File: src/rtl/tri_idx_pkg.sv
// Package: shared types for the triangular index generator.
// Assumes nothing beyond IEEE 1800-2017 packed types.
package tri_idx_pkg;

    // Sequencer state: idle between sweeps, running during a sweep.
    typedef enum logic {
        SEQ_IDLE = 1'b0,
        SEQ_RUN  = 1'b1
    } seq_state_e;

    // Per-pair position markers derived from the indices.
    typedef struct packed {
        logic first;
        logic last;
        logic row_end;
    } pos_flags_t;

endpackage

File: src/rtl/tri_seq_ctrl.sv
// Module: sweep sequencer. Tracks idle/running and produces the done pulse.
// Assumes start has priority over everything else in the same cycle.
module tri_seq_ctrl
    import tri_idx_pkg::*;
(
    input  logic clk,
    input  logic rst_n,
    input  logic start,
    input  logic enable,
    input  logic sweep_end,
    output logic issue,
    output logic done
);

    seq_state_e state_q;

    // A pair is issued only while running, enabled and not restarting.
    always_comb begin
        issue = (state_q == SEQ_RUN) && enable && !start;
    end

    // State and done pulse update.
    always_ff @(posedge clk) begin
        if (!rst_n) begin
            state_q <= SEQ_IDLE;
            done    <= 1'b0;
        end else begin
            done <= 1'b0;
            if (start) begin
                state_q <= SEQ_RUN;
            end else if (issue && sweep_end) begin
                state_q <= SEQ_IDLE;
                done    <= 1'b1;
            end
        end
    end

endmodule

File: src/rtl/tri_col_counter.sv
// Module: inner (column) counter. It steps once per issued pair and
// returns to zero when the row ends. Assumes wrap is asserted at column == row.
module tri_col_counter #(
    parameter int IDX_W = 8
) (
    input  logic             clk,
    input  logic             rst_n,
    input  logic             clear,
    input  logic             step,
    input  logic             wrap,
    output logic [IDX_W-1:0] col
);

    localparam logic [IDX_W-1:0] ONE = {{(IDX_W-1){1'b0}}, 1'b1};

    // Column register: clear on start, step or wrap on each issue.
    always_ff @(posedge clk) begin
        if (!rst_n || clear) begin
            col <= '0;
        end else if (step) begin
            col <= wrap ? '0 : col + ONE;
        end
    end

endmodule

File: src/rtl/tri_row_counter.sv
// Module: outer (row) counter. It advances when the current row ends,
// except on the final row. Assumes the sequencer stops issuing after the final row.
module tri_row_counter #(
    parameter int IDX_W = 8
) (
    input  logic             clk,
    input  logic             rst_n,
    input  logic             clear,
    input  logic             step,
    input  logic             row_end,
    input  logic             final_row,
    output logic [IDX_W-1:0] row
);

    localparam logic [IDX_W-1:0] ONE = {{(IDX_W-1){1'b0}}, 1'b1};

    // Row register: clear on start, advance at the end of a non-final row.
    always_ff @(posedge clk) begin
        if (!rst_n || clear) begin
            row <= '0;
        end else if (step && row_end && !final_row) begin
            row <= row + ONE;
        end
    end

endmodule

File: src/rtl/tri_marker.sv
// Module: position decode. Compares the indices against each other and
// against the last row. Assumes the indices come straight from the counters.
module tri_marker
    import tri_idx_pkg::*;
#(
    parameter int IDX_W = 8,
    parameter int ROWS  = 16
) (
    input  logic [IDX_W-1:0] row,
    input  logic [IDX_W-1:0] col,
    input  logic             issue,
    output pos_flags_t       flags,
    output logic             final_row,
    output logic             sweep_end
);

    localparam logic [IDX_W-1:0] LAST_ROW = IDX_W'(ROWS - 1);

    // Row-end and last-row comparisons, gated markers for the outputs.
    always_comb begin
        flags.row_end = (col == row);
        flags.first   = issue && (col == '0);
        flags.last    = issue && flags.row_end;
        final_row     = (row == LAST_ROW);
        sweep_end     = flags.row_end && final_row;
    end

endmodule

File: src/rtl/tri_index_gen.sv
// Module: top of the triangular index generator. It issues the pairs
// (row, col) with col = 0..row for row = 0..ROWS-1, one pair per enabled cycle.
// Assumes ROWS <= 2**IDX_W.
module tri_index_gen
    import tri_idx_pkg::*;
#(
    parameter int ROWS  = 16,
    parameter int IDX_W = 8
) (
    input  logic             clk,
    input  logic             rst_n,
    input  logic             start,
    input  logic             enable,
    output logic [IDX_W-1:0] row_idx,
    output logic [IDX_W-1:0] col_idx,
    output logic             idx_valid,
    output logic             row_first,
    output logic             row_last,
    output logic             sweep_done
);

    logic       issue;
    logic       final_row;
    logic       sweep_end;
    pos_flags_t flags;

    tri_seq_ctrl u_seq (
        .clk       (clk),
        .rst_n     (rst_n),
        .start     (start),
        .enable    (enable),
        .sweep_end (sweep_end),
        .issue     (issue),
        .done      (sweep_done)
    );

    tri_row_counter #(.IDX_W(IDX_W)) u_row (
        .clk       (clk),
        .rst_n     (rst_n),
        .clear     (start),
        .step      (issue),
        .row_end   (flags.row_end),
        .final_row (final_row),
        .row       (row_idx)
    );

    tri_col_counter #(.IDX_W(IDX_W)) u_col (
        .clk   (clk),
        .rst_n (rst_n),
        .clear (start),
        .step  (issue),
        .wrap  (flags.row_end),
        .col   (col_idx)
    );

    tri_marker #(.IDX_W(IDX_W), .ROWS(ROWS)) u_mark (
        .row       (row_idx),
        .col       (col_idx),
        .issue     (issue),
        .flags     (flags),
        .final_row (final_row),
        .sweep_end (sweep_end)
    );

    // Drive the remaining outputs from the sequencer and the marker decode.
    always_comb begin
        idx_valid = issue;
        row_first = flags.first;
        row_last  = flags.last;
    end

endmodule

File: config.mk
export PLATFORM = sky130hd
export DESIGN_NAME = tri_index_gen
export DESIGN_NICKNAME = d
export VERILOG_FILES = /design/src/rtl/tri_idx_pkg.sv /design/src/rtl/tri_seq_ctrl.sv /design/src/rtl/tri_col_counter.sv /design/src/rtl/tri_row_counter.sv /design/src/rtl/tri_marker.sv /design/src/rtl/tri_index_gen.sv
export SDC_FILE = /design/constraint.sdc
export NUM_CORES = 1
export LEC_CHECK = 0
export BUFFER_PORTS_ARGS = -buffer_cell sky130_fd_sc_hd__buf_4
export CAP_MARGIN = 15
export CORE_ASPECT_RATIO = 0.6
export CORE_MARGIN = 8
export CORE_UTILIZATION = 45
export DETAILED_ROUTE_END_ITERATION = 10
export GPL_ROUTABILITY_DRIVEN = 0
export PLACE_DENSITY = 0.69
export SYNTH_ARGS = -nofsm -noshare
export SYNTH_HDL_FRONTEND = slang
export SYNTH_SLANG_ARGS = --single-unit
File: constraint.sdc
create_clock -name clk -period 2.05 [get_ports clk]
set_input_delay 0.3075 -clock clk [delete_from_list [all_inputs] [get_ports clk]]
set_output_delay 0.3075 -clock clk [all_outputs]
set_load 0.01 [all_outputs]
Yosys cells after proc, flatten, opt, wreduce, memory -nomap -nowiden
Index checks and enable logic that the tools add are counted.

word-level totals
  bits in registers = 18
  output and inout bits = 20
  word-level logic and storage cells = 27

cells by class
  add/sub/neg operators = 2
  equality and inequality tests = 2
  mux-type cells = 4
  bitwise logic cells = 1
  reductions and logical operators = 14

operators by type and width
  operator                                                          count
  8-bit by 1-bit adder with 8-bit output (second input constant)    2
  8-bit by 4-bit == test with 1-bit output (second input constant)  1
  8-bit == test                                                     1
  8-bit zero test                                                   1
  8-bit two-way mux                                                 1
  1-bit logical AND                                                 7
  1-bit zero test                                                   3
  1-bit two-way mux                                                 3
  2-bit nonzero test                                                1
  2-bit OR reduction                                                1
  1-bit logical OR                                                  1
  1-bit NOT                                                         1

Longest topological paths before layout
  depth in word-level cells = 5
  gate-level depth with buffers = 7
  depth with buffers taken out = 6

Cells and area by module
From an unflattened synthesis, not the netlist that was laid out.

unflattened totals
  cell total of the unflattened synthesis = 110
  area total of the unflattened synthesis = 998.5 um^2

by module, submodules not included
  module           times used  cells each  area each (um^2)
  tri_row_counter  1           42          391.6
  tri_col_counter  1           39          355.3
  tri_marker       1           21          171.4
  tri_seq_ctrl     1           8           80.1

Least setup slack after synthesis
Ideal clock, no wire load.

  path type = reg2reg
  start point = reg u_col.col[0]
  end point = reg u_row.row[5]
  arrival time = 1.737 ns
  slack = 0.243 ns
  cell stages (with the launch flop) = 6
  path buffers = 0
  period minus slack after synthesis = 1.807 ns
  cells stage by stage = dfxtp_1 > xor2_1 > nor4_4 > nand4_4 > or4_1 > a21oi_1

between the ends
  word-level cells in the longest chain between the ends = 3

ends and longest elaborated chain
  element                          RTL line               text
  start: declaration               tri_col_counter.sv:11  output logic [IDX_W-1:0] col
  start signal: assignment         tri_col_counter.sv:21  col <= wrap ? '0 : col + ONE;
  8-bit == test                    tri_marker.sv:21       flags.row_end = (col == row);
  1-bit logical AND (2 in series)  tri_row_counter.sv:21  end else if (step && row_end && !final_row) begin
  end signal: assignment           tri_row_counter.sv:22  row <= row + ONE;
  end: declaration                 tri_row_counter.sv:12  output logic [IDX_W-1:0] row

Every way passes these cells.
A chain may end at the register's enable or synchronous reset.

Worst setup path after layout
  start point = reg u_row.row[1]
  end point = reg u_row.row[5]

between the ends
  word-level cells in the longest chain between the ends = 3
  elaborated cells on any way between the ends = 6

ends and longest elaborated chain
  element
  parallel branches: the longest is 3 deep, another holds 8-bit by 1-bit adder with 8-bit output

Several ways; the timed one is not identified.

==> impl_metrics.py <==
metrics = {
    "min_path": {
        "holdCritPathClass": "in -> reg",
        "holdCritStartpoint": "start",
        "min_to": "u_seq.state_q",
        "hold_depth": 3,
    },
    "route": {
        "drt_iter0_drc": 62,
        "vias": 899,
        "totalWireLength_um": 2380,
        "dr.pass1.iters": 4,
        "wire_per_inst_um": 14.1,
        "vias_per_cell": 5.32,
        "ant_nets": 0,
        "remaining_drc_errors": 0,
    },
    "pwr": {
        "p_sw_frac": 0.218,
        "powerDensity_nw_per_um2": 549,
        "p_leak_nw": 0.569,
        "vdd_ir_drop_max_mv": 0.400,
        "switchingPower_w": 0.000150,
        "intPower_w": 0.000540,
        "seq_power_share": 0.513,
        "pwr-share-clk": 0.431,
        "comb_power_share": 0.056,
    },
    "floorplanning": {
        "rows": 13,
        "die_area_um2": 4020,
        "die_w_um": 76.7,
        "start_util": 0.467,
        "ios": 24,
        "dieHeight_um": 52.4,
        "design.core.area_um2": 2130,
    },
    "sta": {
        "setup_viol": 0,
        "fin_skew_ps": 4.58,
        "hold_viol_final": 0,
        "tightest_slew_ps": 437,
        "slew_headroom": 0.709,
        "slew_violations": 0,
        "rsz0062_at_grt": "false",
        "fmax_ghz": 0.526,
        "setup_tns_ps": 0,
        "period_minus_slack_ps": 1900,
        "finalCritPeriodShare": 0.928,
    },
    "setup_path": {
        "reg2reg_to": "u_row.row[5]",
        "rr_worst_depth": 5,
        "critPathMaxFanout": 10,
        "rrSetupSlack_ps": 150,
        "startpoint_type": "flop",
        "reg2reg_from": "u_row.row[1]",
        "cp.arrival_ps": 2090,
        "endpoint_kind": "flop",
        "crit_type": "reg -> reg",
        "required_ps": 2240,
    },
    "place": {
        "dpl.hpwl_um": 1840,
        "port-buffer-count": 23,
        "place_inst": 165,
    },
    "synth": {
        "ys_async_sr_fraction": 0,
        "synth_area_per_cell_um2": 8.74,
        "synth_edf_count": 0,
        "yosysSeqAreaShare": 0.362,
        "ys_seq_elements": 18,
        "synth.top_cell.area_share": 0.362,
        "synth_area_um2": 996,
        "yosys-top-cells-count": "18 x dfxtp_1, 15 x nor2_1, 12 x xor2_1",
        "yosys-top-cells-area": "dfxtp_1 36%, xor2_1 11%, nor2_1 5.7%",
        "ys_dominant_reg_cell": "dfxtp_1",
        "synth_cell_type_count": 32,
        "yosysWarnings": 0,
        "syn_nets": 121,
        "yosysTopAreaCell": "dfxtp_1",
        "yosysMostFrequentCell": "dfxtp_1",
        "syn_inst": 114,
    },
    "global_route": {
        "first_global_vias": 839,
        "grt_usage": 0.125,
        "grt_max_degree": 13,
        "grt_remaining_overflow": 0,
        "antenna_found_initial": 0,
        "grt_pass1_wl_um": 4040,
    },
    "clock_network": {
        "post_cts_buffers": 0,
        "cts_hold_buffers": 0,
        "clkSlewWorstSetupHoldPaths_ps": 70,
        "root_buffer": "clkbuf_8",
        "cts_made_buffers": 3,
        "worstSkewPairLatency_ps": 260,
        "cts.path.max_buffers": 2,
        "htreeDepth": 1,
        "clock_sinks": 18,
        "cts_tree": "yes",
    },
    "final_layout": {
        "diodes": 0,
        "layout.cells.non_filler": 169,
        "layout-drive-gt1-share": 0.295,
        "syn_to_final_growth_pct": 26.3,
        "finalNetCount": 147,
    },
    "status": {
        "status": "complete, no violations",
    },
    "flow_run": {
        "drv_cap": 0,
    },
}
## how the worst max path moves through the flow
stage	slack [ps]	from	cells after the start	end
after floorplan	240	u_col.col[0]	5	u_row.row[5]
after global placement	230	u_col.col[0]	5	u_row.row[5]
after detailed placement	100	u_col.col[0]	5	u_row.row[5]
after CTS	80	u_col.col[0]	5	u_row.row[5]
after global routing	10	u_row.row[1]	5	row_last
final	150	u_row.row[1]	5	u_row.row[5]
## power by group through the flow
stage               logic [W]  clock network [W]  registers (W)
floorplan           0.0000241                  0       0.000362
global placement    0.0000379                  0       0.000362
detailed placement  0.0000386                  0       0.000362
CTS                 0.0000389           0.000306       0.000353
global route        0.0000427           0.000324       0.000354
finish              0.0000387           0.000297       0.000354
## placed cells by master, fill, tap and decap left out, types with 2 or more instances in the layout
cell      netlist  layout
dfxtp_1        18      14
and3_1          2       2
xor2_1         12      12
a21oi_1         7       7
nor4_1          4       4
dfxtp_2         0       4
buf_4           0      24
ha_1            3       3
nand2_1         7       7
nor2_1         15      15
nor3_1          2       2
o21ai_0         6       6
or3_1           5       5
inv_1           5       5
nand3_1         3       3
clkbuf_8        0       4
xnor2_1         3       3
nand4_1         4       4
## registers in the layout, summed over array words and instances, names as in the netlist
| name | flops |
|---|---|
| u_col.col | 8 |
| u_row.row | 8 |
| u_seq.done | 1 |
| u_seq.state_q | 1 |
## layout make-up
| cell class | count | area (um^2) |
|---|---|---|
| clock buffers | 4 | 55.1 |
| fillers | 202 | 873 |
| inverters | 5 | 18.8 |
| multi-input cells | 88 | 601 |
| flip-flops and latches | 18 | 365 |
| well taps | 30 | 37.5 |
| repair buffers | 24 | 180 |
## worst max-delay path, stage by stage, from the launching register on
cell and delay [ps]:
dfxtp_1 360, xor2_1 220, nor4_4 370, nand4_4 200
or4_1 510, a21oi_1 170
## through the flow
stage | util | setup slack (ps) | area (um^2) | hold slack (ps) | power [W]
3_3_place_gp | 0.562 | 226 | 1200 | 489 | 0.000400
6_report | 0.590 | 149 | 1260 | 305 | 0.000690
5_1_grt | 0.590 | 10.5 | 1260 | 316 | 0.000721
3_5_place_dp | 0.562 | 99.5 | 1200 | 494 | 0.000400
2_1_floorplan | - | 243 | 996 | 443 | 0.000386
4_1_cts | 0.588 | 83.9 | 1250 | 301 | 0.000698
## routing by layer
| metal | vias up | global-route usage | part of all wire |
|---|---|---|---|
| met5 | - | 0 | 0 |
| li1 | 451 | - | - |
| met4 | 0 | 0.0506 | 0.011 |
| met3 | 5 | 0.0531 | 0.063 |
| met2 | 22 | 0.185 | 0.42 |
| met1 | 421 | 0.157 | 0.50 |
## kinds of logic (layout without fill, tap and decap cells)
| family | count (synthesis) | in the layout | share of synthesized area |
|---|---|---|---|
| xor+xnor | 15 | 15 | 0.132 |
| flops | 18 | 18 | 0.362 |
| fa+ha+maj | 3 | 3 | 0.0377 |
| compound gates | 14 | 14 | 0.0729 |
| mux | 2 | 2 | 0.0214 |
| simple gates | 54 | 54 | 0.339 |
| buf+inv | 8 | 33 | 0.0352 |
## timing repair
action | 4_1_cts | 5_1_grt
endpoints found under the setup margin | 0 | 2
hold endpoints to repair | 0 | 0
gates resized for setup | 0 | 4
(Power assumes the default switching activity.)
